File: config.mk
export PLATFORM = sky130hd
export DESIGN_NAME = npc_link_unit
export DESIGN_NICKNAME = d
export VERILOG_FILES = /design/src/rtl/npc_pkg.sv /design/src/rtl/npc_decode.sv /design/src/rtl/npc_target.sv /design/src/rtl/npc_seq_fsm.sv /design/src/rtl/npc_link_unit.sv
export SDC_FILE = /design/constraint.sdc
export NUM_CORES = 1
export LEC_CHECK = 0
export BUFFER_PORTS_ARGS = -buffer_cell sky130_fd_sc_hd__buf_4
export CORE_MARGIN = 2
export CORE_UTILIZATION = 45
export CTS_BUF_LIST = sky130_fd_sc_hd__clkbuf_8
export CTS_CLUSTER_SIZE = 30
export DETAILED_ROUTE_END_ITERATION = 8
export GPL_ROUTABILITY_DRIVEN = 0
export GPL_TIMING_DRIVEN = 1
export PLACE_DENSITY = 0.75
export SKIP_CTS_REPAIR_TIMING = 1
export SLEW_MARGIN = 15
export SYNTH_ARGS = -nofsm -noshare
export SYNTH_HDL_FRONTEND = slang
export SYNTH_HIERARCHICAL = 1
export SYNTH_SLANG_ARGS = --single-unit
export TNS_END_PERCENT = 20
File: constraint.sdc
create_clock -name clk -period 3.56 [get_ports clk]
set_clock_uncertainty 0.1 [all_clocks]
set_input_delay 0.356 -clock clk [delete_from_list [all_inputs] [get_ports clk]]
set_output_delay 0.356 -clock clk [all_outputs]
set_load 0.005 [all_outputs]
File: src/rtl/npc_pkg.sv
package npc_pkg;

    localparam int OPC_W = 4;

    localparam logic [OPC_W-1:0] OPC_BRANCH = 4'b0000;
    localparam logic [OPC_W-1:0] OPC_CALL   = 4'b0100;
    localparam logic [OPC_W-1:0] OPC_JREG   = 4'b1100;
    localparam logic [OPC_W-1:0] OPC_TRAP   = 4'b1111;

    typedef enum logic [2:0] {
        K_OTHER,
        K_BRANCH,
        K_CALL_REL,
        K_CALL_REG,
        K_JUMP_REG,
        K_TRAP
    } xfer_kind_t;

    typedef enum logic [0:0] {
        S_IDLE,
        S_TRAP_WAIT
    } seq_state_t;

endpackage

File: src/rtl/npc_decode.sv
module npc_decode
    import npc_pkg::*;
#(
    parameter int XLEN      = 16,
    parameter int BR_OFF_W  = 9,
    parameter int JS_OFF_W  = 11,
    parameter int VEC_W     = 8,
    parameter int RIDX_W    = 3,
    parameter int MODE_BIT  = 11,
    parameter int BASE_LSB  = 6
) (
    input  logic [XLEN-1:0]   instr,
    output xfer_kind_t        kind,
    output logic [XLEN-1:0]   br_off,
    output logic [XLEN-1:0]   call_off,
    output logic [XLEN-1:0]   vec_addr,
    output logic [RIDX_W-1:0] base_sel
);

    localparam int BR_PAD  = XLEN - BR_OFF_W;
    localparam int JS_PAD  = XLEN - JS_OFF_W;
    localparam int VEC_PAD = XLEN - VEC_W;

    logic [OPC_W-1:0] opc;

    assign opc      = instr[XLEN-1 -: OPC_W];
    assign br_off   = {{BR_PAD{instr[BR_OFF_W-1]}}, instr[BR_OFF_W-1:0]};
    assign call_off = {{JS_PAD{instr[JS_OFF_W-1]}}, instr[JS_OFF_W-1:0]};
    assign vec_addr = {{VEC_PAD{1'b0}}, instr[VEC_W-1:0]};
    assign base_sel = instr[BASE_LSB +: RIDX_W];

    always_comb begin
        unique case (opc)
            OPC_BRANCH: kind = K_BRANCH;
            OPC_CALL:   kind = instr[MODE_BIT] ? K_CALL_REL : K_CALL_REG;
            OPC_JREG:   kind = K_JUMP_REG;
            OPC_TRAP:   kind = K_TRAP;
            default:    kind = K_OTHER;
        endcase
    end

endmodule

File: src/rtl/npc_target.sv
module npc_target
    import npc_pkg::*;
#(
    parameter int XLEN = 16
) (
    input  xfer_kind_t      kind,
    input  logic [XLEN-1:0] pc_inc,
    input  logic [XLEN-1:0] base_val,
    input  logic            br_taken,
    input  logic [XLEN-1:0] br_off,
    input  logic [XLEN-1:0] call_off,
    output logic [XLEN-1:0] target,
    output logic            want_link
);

    logic [XLEN-1:0] br_sum;
    logic [XLEN-1:0] call_sum;

    assign br_sum   = pc_inc + br_off;
    assign call_sum = pc_inc + call_off;

    always_comb begin
        target    = pc_inc;
        want_link = 1'b0;
        unique case (kind)
            K_BRANCH:   target = br_taken ? br_sum : pc_inc;
            K_CALL_REL: begin
                target    = call_sum;
                want_link = 1'b1;
            end
            K_CALL_REG: begin
                target    = base_val;
                want_link = 1'b1;
            end
            K_JUMP_REG: target = base_val;
            K_TRAP:     want_link = 1'b1;
            K_OTHER:    target = pc_inc;
            default:    target = pc_inc;
        endcase
    end

endmodule

File: src/rtl/npc_seq_fsm.sv
module npc_seq_fsm
    import npc_pkg::*;
(
    input  logic clk,
    input  logic rst_n,
    input  logic instr_valid,
    input  logic is_trap,
    input  logic tt_rvalid,
    output logic accept,
    output logic trap_done,
    output logic busy
);

    seq_state_t state, state_nx;

    always_ff @(posedge clk) begin
        if (!rst_n) state <= S_IDLE;
        else        state <= state_nx;
    end

    always_comb begin
        state_nx  = state;
        accept    = 1'b0;
        trap_done = 1'b0;
        busy      = 1'b0;
        unique case (state)
            S_IDLE: begin
                accept = instr_valid;
                if (instr_valid && is_trap) state_nx = S_TRAP_WAIT;
            end
            S_TRAP_WAIT: begin
                busy      = 1'b1;
                trap_done = tt_rvalid;
                if (tt_rvalid) state_nx = S_IDLE;
            end
            default: state_nx = S_IDLE;
        endcase
    end

    AST_WAIT_HOLDS: assert property (@(posedge clk) disable iff (!rst_n)
        (busy && !tt_rvalid) |=> busy);
    AST_DONE_LEAVES: assert property (@(posedge clk) disable iff (!rst_n)
        trap_done |=> !busy);

endmodule

File: src/rtl/npc_link_unit.sv
module npc_link_unit
    import npc_pkg::*;
#(
    parameter int XLEN     = 16,
    parameter int VEC_W    = 8,
    parameter int RIDX_W   = 3,
    parameter int BR_OFF_W = 9,
    parameter int JS_OFF_W = 11
) (
    input  logic              clk,
    input  logic              rst_n,
    input  logic              instr_valid,
    input  logic [XLEN-1:0]   instr,
    input  logic [XLEN-1:0]   pc_inc,
    input  logic [XLEN-1:0]   base_val,
    input  logic              br_taken,
    input  logic [XLEN-1:0]   tt_rdata,
    input  logic              tt_rvalid,
    output logic [RIDX_W-1:0] base_sel,
    output logic              npc_valid,
    output logic [XLEN-1:0]   npc,
    output logic              link_we,
    output logic [XLEN-1:0]   link_data,
    output logic              tt_req,
    output logic [XLEN-1:0]   tt_addr,
    output logic              busy
);

    xfer_kind_t      kind;
    logic [XLEN-1:0] br_off, call_off, vec_addr, target;
    logic            want_link, accept, trap_done, is_trap, fsm_busy;

    npc_decode #(
        .XLEN(XLEN), .BR_OFF_W(BR_OFF_W), .JS_OFF_W(JS_OFF_W),
        .VEC_W(VEC_W), .RIDX_W(RIDX_W), .MODE_BIT(JS_OFF_W), .BASE_LSB(6)
    ) u_dec (
        .instr(instr), .kind(kind), .br_off(br_off), .call_off(call_off),
        .vec_addr(vec_addr), .base_sel(base_sel)
    );

    npc_target #(.XLEN(XLEN)) u_tgt (
        .kind(kind), .pc_inc(pc_inc), .base_val(base_val), .br_taken(br_taken),
        .br_off(br_off), .call_off(call_off), .target(target), .want_link(want_link)
    );

    assign is_trap = (kind == K_TRAP);

    npc_seq_fsm u_fsm (
        .clk(clk), .rst_n(rst_n), .instr_valid(instr_valid), .is_trap(is_trap),
        .tt_rvalid(tt_rvalid), .accept(accept), .trap_done(trap_done), .busy(fsm_busy)
    );

    assign busy = fsm_busy;

    always_ff @(posedge clk) begin
        if (!rst_n) begin
            npc_valid <= 1'b0;
            npc       <= '0;
            link_we   <= 1'b0;
            link_data <= '0;
            tt_req    <= 1'b0;
            tt_addr   <= '0;
        end else begin
            npc_valid <= 1'b0;
            link_we   <= 1'b0;
            tt_req    <= 1'b0;
            if (accept) begin
                if (want_link) begin
                    link_we   <= 1'b1;
                    link_data <= pc_inc;
                end
                if (is_trap) begin
                    tt_req  <= 1'b1;
                    tt_addr <= vec_addr;
                end else begin
                    npc_valid <= 1'b1;
                    npc       <= target;
                end
            end else if (trap_done) begin
                npc_valid <= 1'b1;
                npc       <= tt_rdata;
            end
        end
    end

    AST_REQ_WHILE_BUSY: assert property (@(posedge clk) disable iff (!rst_n)
        tt_req |-> (busy && link_we));
    AST_REQ_ONE_SHOT: assert property (@(posedge clk) disable iff (!rst_n)
        tt_req |=> !tt_req);
    AST_TABLE_LOW: assert property (@(posedge clk) disable iff (!rst_n)
        tt_req |-> (tt_addr[XLEN-1:VEC_W] == '0));
    AST_NPC_FROM_TABLE: assert property (@(posedge clk) disable iff (!rst_n)
        (busy && tt_rvalid) |=> (npc_valid && npc == $past(tt_rdata)));
    AST_NO_NPC_WHILE_BUSY: assert property (@(posedge clk) disable iff (!rst_n)
        npc_valid |-> !busy);
    AST_BUSY_IGNORES: assert property (@(posedge clk) disable iff (!rst_n)
        (busy && instr_valid && !tt_rvalid) |=> (!npc_valid && !tt_req && !link_we));

endmodule

==> results of run 1 <==
==> stage by stage <==
step | power [mW] | util
2_1_floorplan | 1.05 | -
3_5_place_dp | 1.23 | 0.532
6_report | 1.59 | 0.541
4_1_cts | 1.59 | 0.541
5_1_grt | 1.67 | 0.541
3_3_place_gp | 1.21 | 0.532
==> cell families (layout without fill, tap and decap cells) <==
| family | count (synthesis) | count (layout) |
|---|---|---|
| adders and majority gates | 32 | 32 |
| buffers and inverters | 95 | 155 |
| xor gates and xnor gates | 22 | 22 |
| AOI/OAI and AO/OA | 191 | 191 |
| other | 1 | 8 |
| DFF | 52 | 52 |
| muxes | 24 | 24 |
| and+or+nand+nor | 214 | 214 |
==> worst min path at each step <==
stage	end	slack [ns]	cells past startpoint
final	tt_addr[2]$_SDFFE_PN0P_	0.20	3
after global routing	tt_addr[2]$_SDFFE_PN0P_	0.21	3
after CTS	tt_addr[2]$_SDFFE_PN0P_	0.20	3
after detailed placement	tt_addr[15]$_SDFFE_PN0P_	0.35	2
after global placement	tt_addr[7]$_SDFFE_PN0P_	0.34	2
after floorplan	link_data[0]$_SDFFE_PN0P_	0.35	2
==> power breakdown <==
| group | total [mW] | leakage (nW) | internal (mW) | switching [mW] |
|---|---|---|---|---|
| logic | 0.610 | 2.16 | 0.281 | 0.329 |
| registers | 0.614 | 0.424 | 0.602 | 0.0115 |
| clock network | 0.364 | 0.0463 | 0.145 | 0.219 |
==> layer usage <==
layer | track usage | vias up | part of all wire
met5 | 0 | - | 0
met4 | 0.111 | 0 | 0.042
met3 | 0.0484 | 46 | 0.085
met2 | 0.424 | 227 | 0.47
met1 | 0.302 | 2329 | 0.40
li1 | - | 2331 | -
==> final cells by class <==
cell class	instances	area (um^2)	share of cell area
flip-flops and latches	52	1040	0.186
multi-input cells	491	3250	0.579
repair buffers	134	1010	0.179
clock buffers	5	68.8	0.0123
well taps	136	170	0.0303
clock inverters	3	27.5	0.00491
inverters	13	48.8	0.00870
==> sequential cells by signal (all words and copies together), names as in the netlist <==
signal / cells
link_we: 1
npc: 16
link_data: 16
npc_valid: 1
u_fsm/state: 1
tt_addr: 16
tt_req: 1
==> cell usage in the layout, fill, tap and decap left out, types with 4 or more instances in the layout <==
cell type  instances
dfxtp_1           52
conb_1             8
a21boi_1          33
nor2b_1            7
o211ai_1           4
nor2_1            37
xnor2_1           14
a31oi_1           11
inv_1             12
a211oi_1           5
o21ai_0           35
nand2_1           88
a21oi_1           36
a21o_1            10
nor3_1             8
nand3_1           23
and3_1             9
o21a_1             8
a22oi_1            4
mux2i_1           21
buf_4            134
nand2b_1          15
and2_1             7
o211a_1           17
clkbuf_8           5
xor2_1             8
ha_1              30
==> worst max-delay path, stage by stage <==
cell and delay (ns):
buf_4 0.13, ha_1 0.25, fa_1 0.42, a21o_1 0.22, a2bb2oi_1 0.24, nor2b_1 0.23
o21ai_0 0.22, xnor2_1 0.21, nor2_1 0.06, o32a_1 0.36, mux2i_1 0.14, nand3_1 0.09
o211a_1 0.16
==> impl_metrics.toml, run 1 <==
[clock_network]
root_buffer = "clkbuf_8"
clock_latency_ns = 0.31
cts.sink_count = 52
cts_buffers = 5
cts.clk_slew.worst_paths_ns = 0.10
cts-htree-levels = 2
cts_tree = "yes"
cts.path.max_buffers = 2

[cells_and_area]
design_area_um2 = 5610
area_growth_pct = 15.8
antenna_cells = 0
fill_cells = 1025
stdcell_count = 834
fin_nets = 798
final_layout_size_suffix_gt1_frac = 0.222

[synthesis]
synth_mux_area_frac = 0.0503
synthAdderAreaFrac = 0.0857
yosysSeqAreaShare = 0.215
synth_top_flop_cell = "dfxtp_1"
synth_top_area_cell = "dfxtp_1"
synthSimpleGateAreaFrac = 0.211
netlist_area_um2 = 4850
synth_top_area_share = 0.215
yosys-top-cells-area = "dfxtp_1 (21%), buf_4 (8.4%), ha_1 (7.7%)"
synth_seq_cells = 52
synth.distinct_cells = 69
synthTopCellsByCount = "nand2_1 (88), buf_4 (54), dfxtp_1 (52)"
syn_inst = 631
synth-compound-area-share = 0.276
yosysWarningCount = 6
ys_async_sr_fraction = 0
syn_avg_cell_area_um2 = 7.68
synth_edf_count = 0
synth.most_common_cell = "nand2_1"
synth_xor_area_frac = 0.0398
synth_top_family_by_area = "compound AO/OA/AOI/OAI gates"

[drt]
routed_wl_um = 14700
drt_iter0_markers = 354
vias_per_cell = 5.91
remaining_drc_errors = 0
drtAntennaViolNets = 0
wl_per_cell_um = 17.7
vias = 4933
drt_first_pass_iters = 5

[global_routing]
grt_pass1_wl_um = 23000
grt_pass1_vias = 4746
grtUsageTotal = 0.249
grt_max_degree = 54
antenna_found_initial = 0
grt_overflow_total = 0

[power]
peakVddDrop_mv = 0.263
powerDensity_nw_per_um2 = 283
p_leak_nw = 2.63

[timing]
clock.fmax_mhz = 335
hold_viol = 0
rsz0062_at_grt = "false"
setup_slack_ns = 0.578
hold_ws_ns = 0.200
setup_tns_ns = 0
relSlewSlack = 0.572
timing.final.crit_share = 0.838
max_slew.worst_pin.slew_ns = 0.642
setup_viol = 0
slew_viol_final = 0
fin_crit_ns = 2.98

[floorplan]
rows = 37
core_um2 = 10400
die-height_um = 108
ios = 124
start_util = 0.467
fp.dieW_um = 108
die_area_um2 = 11600

[worst_setup_path]
crit_path_start = "pc_inc[0]"
critPathLaunchType = "input pin"
r2r_end = "npc[10]$_SDFFE_PN0P_"
crit_fanout = 4
criticalPathCategory = "input pin to flop"
end_kind = "flop"
reg2regPathDepth = 5
rr_startpoint = "u_fsm/state$_SDFF_PN0_"
worstPathRequired_ns = 3.66
crit_end = "npc[10]$_SDFFE_PN0P_"
cp.arrival_ns = 3.09
r2r_slack_ns = 1.53

[job]
drv_cap = 0

[place]
portBuffers = 123
dp_slack_ns = 0.292
postPlaceCellArea_um2 = 5520
dp_cells = 826
dp_hpwl_um = 11600

[min_path]
worstHoldPathType = "input pin to flop"
min_from = "instr[2]"

[run_status]
status = "complete, no violations"
No activity file was read; power rests on OpenSTA's default activity.
==> run 2, diff against run 1 <==
- ABC_AREA: unset -> 1
- PLACE_DENSITY: 0.75 -> 0.74
- clock period: 3.56 -> 2.75 ns (I/O delays scaled with it)
==> run 2 against run 1 <==
Via count increased by 6.9%. Hold slack got worse by 0.086 ns. Synthesized cell count increased by 39%. Area after synthesis increased by 6.0%. Setup slack improved by 0.19 ns. Design area increased by 4.5%. Combinational power increased by 28%. Sequential power increased by 30%. Register-to-register slack got worse by 0.48 ns. Critical path type unchanged.
==> impl_metrics.toml, run 2 <==
[worst_setup_path]
reg2regPathDepth = 5
criticalPathCategory = "input pin to flop"
crit_chain = "buf_4, ha_1, inv_1, fa_1, inv_1, nand3_1, nand3_1, nand3_1, nand3_1, nand2_1, nand3_1, nand2_1, inv_1, nand3_1, nand2_1, nand2_1, nor2_1, nor2_1"
r2r_slack_ns = 1.05
cp.arrival_ns = 2.09
rr_startpoint = "u_fsm/state$_SDFF_PN0_"
critPathLaunchType = "input pin"
crit_fanout = 4
max_stage_delay_ns = 0.35
r2r_end = "link_data[7]$_SDFFE_PN0P_"
crit_path_top_delay_cell = "fa_1"
end_kind = "flop"
cpMostUsedCell = "nand3_1"
worstPathRequired_ns = 2.86

[synthesis]
synth_xor_area_frac = 0.0102
synthSimpleGateAreaFrac = 0.446
synth.most_common_cell = "nand2_1"
yosysSeqAreaShare = 0.203
synth_edf_count = 0
synth_top_area_share = 0.203
synth-compound-area-share = 0.0719
syn_avg_cell_area_um2 = 5.86
yosys-top-cells-area = "dfxtp_1 (20%), nand2_1 (20%), nor2_1 (8.3%)"
yosysWarningCount = 6
synth_mux_area_frac = 0
syn_inst = 877
synth_top_family_by_area = "simple AND/OR/NAND/NOR gates"
synth.distinct_cells = 40
synthAdderAreaFrac = 0.0809
synth_top_flop_cell = "dfxtp_1"
synth_top_area_cell = "dfxtp_1"
synth_seq_cells = 52
netlist_area_um2 = 5140
synthTopCellsByCount = "nand2_1 (273), nor2_1 (114), inv_1 (107)"
ys_async_sr_fraction = 0

[timing]
fin_crit_ns = 1.99
rsz0062_at_grt = "false"
hold_viol = 0
relSlewSlack = 0.628
slew_viol_final = 0
hold_ws_ns = 0.114
max_slew.worst_pin.slew_ns = 0.555
setup_tns_ns = 0
timing.final.crit_share = 0.723
clock.fmax_mhz = 503
setup_viol = 0

[place]
dp_hpwl_um = 11300
portBuffers = 123

[cells_and_area]
final_layout_size_suffix_gt1_frac = 0.193
fill_cells = 1232
final_util = 0.520
multi_input_area_um2 = 3160
final_cell_mix = "nand2_1 (273), buf_4 (127), nor2_1 (113)"
antenna_cells = 0
reg_top3 = "link_data x16, npc x16, tt_addr x16"
fin_nets = 1045
final_common_cell = "nand2_1"
area_growth_pct = 14.2
ff_latch_area_um2 = 1040

[clock_network]
cts.clk_slew.worst_paths_ns = 0.10
cts.path.max_buffers = 2
cts.sink_count = 52
root_buffer = "clkbuf_8"
cts-htree-levels = 2
clock_latency_ns = 0.31
cts_tree = "yes"
cts_buffers = 5

[global_routing]
busiest_layer = "met2"
grt_pass1_wl_um = 22800
grt_pass1_vias = 4755
grt_use_met3 = 0.0224
grtUsageTotal = 0.226
grt_overflow_total = 0
grt_max_degree = 35
met2_usage = 0.373
use_met1 = 0.315
antenna_found_initial = 0

[min_path]
hold-path-endpoint = "u_fsm/state$_SDFF_PN0_"
min_from = "instr_valid"
whs_path_depth = 3
worstHoldPathType = "input pin to flop"

[drt]
drt_iter0_markers = 457
vias = 5274
routed_wl_um = 14100
remaining_drc_errors = 0
drt_first_pass_iters = 5
wl_per_cell_um = 13.0
drtAntennaViolNets = 0
vias_per_cell = 4.85

[floorplan]
die_area_um2 = 12300
fp.dieW_um = 111
core_um2 = 11300
start_util = 0.456
die-height_um = 111
rows = 39
ios = 124

[power]
peakVddDrop_mv = 0.227
p_leak_nw = 3.23
powerDensity_nw_per_um2 = 344

[job]
drv_cap = 0

[run_status]
status = "complete, no violations"
run 2: changes by cell type in the layout (fill, tap and decap cells not counted), moves of 14 or more:
cell,before,now
a21boi_1,33,0
inv_1,12,108
mux2i_1,21,0
nand2_1,88,273
nand2_2,0,15
nand2b_1,15,0
nand3_1,23,85
nor2_1,37,113
o211a_1,17,0
xnor2_1,14,0
run 2: final cells by class:
class / count / area share
Clock buffer: 5 / 0.0117
Timing Repair Buffer: 127 / 0.163
Tap cell: 143 / 0.0305
Clock inverter: 3 / 0.00341
Sequential cell: 52 / 0.178
Multi-Input combinational cell: 641 / 0.539
Inverter: 117 / 0.0749
run 2: cells by family (layout without fill, tap and decap cells):
logic type	count (synthesis)	count (layout)
and+or+nand+nor	526	526
xor gates and xnor gates	6	6
buffers and inverters	191	252
AOI/OAI and AO/OA	69	69
DFF	52	52
adders and majority gates	32	32
other	1	8
run 2: report_power, final:
group / switching (mW) / leakage, nW / total (mW) / internal [mW]
clock network: 0.263 / 0.0455 / 0.441 / 0.178
registers: 0.0155 / 0.424 / 0.797 / 0.782
logic: 0.465 / 2.76 / 0.781 / 0.316
total: 0.743 / 3.23 / 2.02 / 1.28
run 2: how the worst max path moves through the flow:
stage,startpoint,endpoint,slack (ns),cells after the start
floorplan,instr[15],npc[5]$_SDFFE_PN0P_,0.30,14
global placement,pc_inc[0],npc[12]$_SDFFE_PN0P_,0.49,18
detailed placement,pc_inc[0],npc[10]$_SDFFE_PN0P_,0.47,17
CTS,pc_inc[0],npc[12]$_SDFFE_PN0P_,0.79,18
global route,pc_inc[0],npc[12]$_SDFFE_PN0P_,0.51,18
finish,pc_inc[0],npc[12]$_SDFFE_PN0P_,0.76,18
run 2: metrics by stage:
step | power [mW] | worst slack, ns | area, um^2 | cells
floorplan | 1.38 | 0.300 | 5160 | 884
global placement | 1.58 | 0.489 | 5770 | 1080
detailed placement | 1.59 | 0.471 | 5770 | 1080
CTS | 2.02 | 0.790 | 5860 | 1088
global route | 2.16 | 0.507 | 5860 | 1088
finish | 2.02 | 0.763 | 5860 | 1088
run 2: metal layers:
metal / routed length, um / up-vias
met3: 695 / 16
met5: 0 / -
met1: 6760 / 2310
met4: 267 / 0
li1: - / 2805
met2: 6410 / 143
run 2: critical path: cells and delay by family:
kind	cells	cell delay [ns]
simple gates	12	0.97
fa+ha+maj	2	0.52
buf+inv	4	0.34
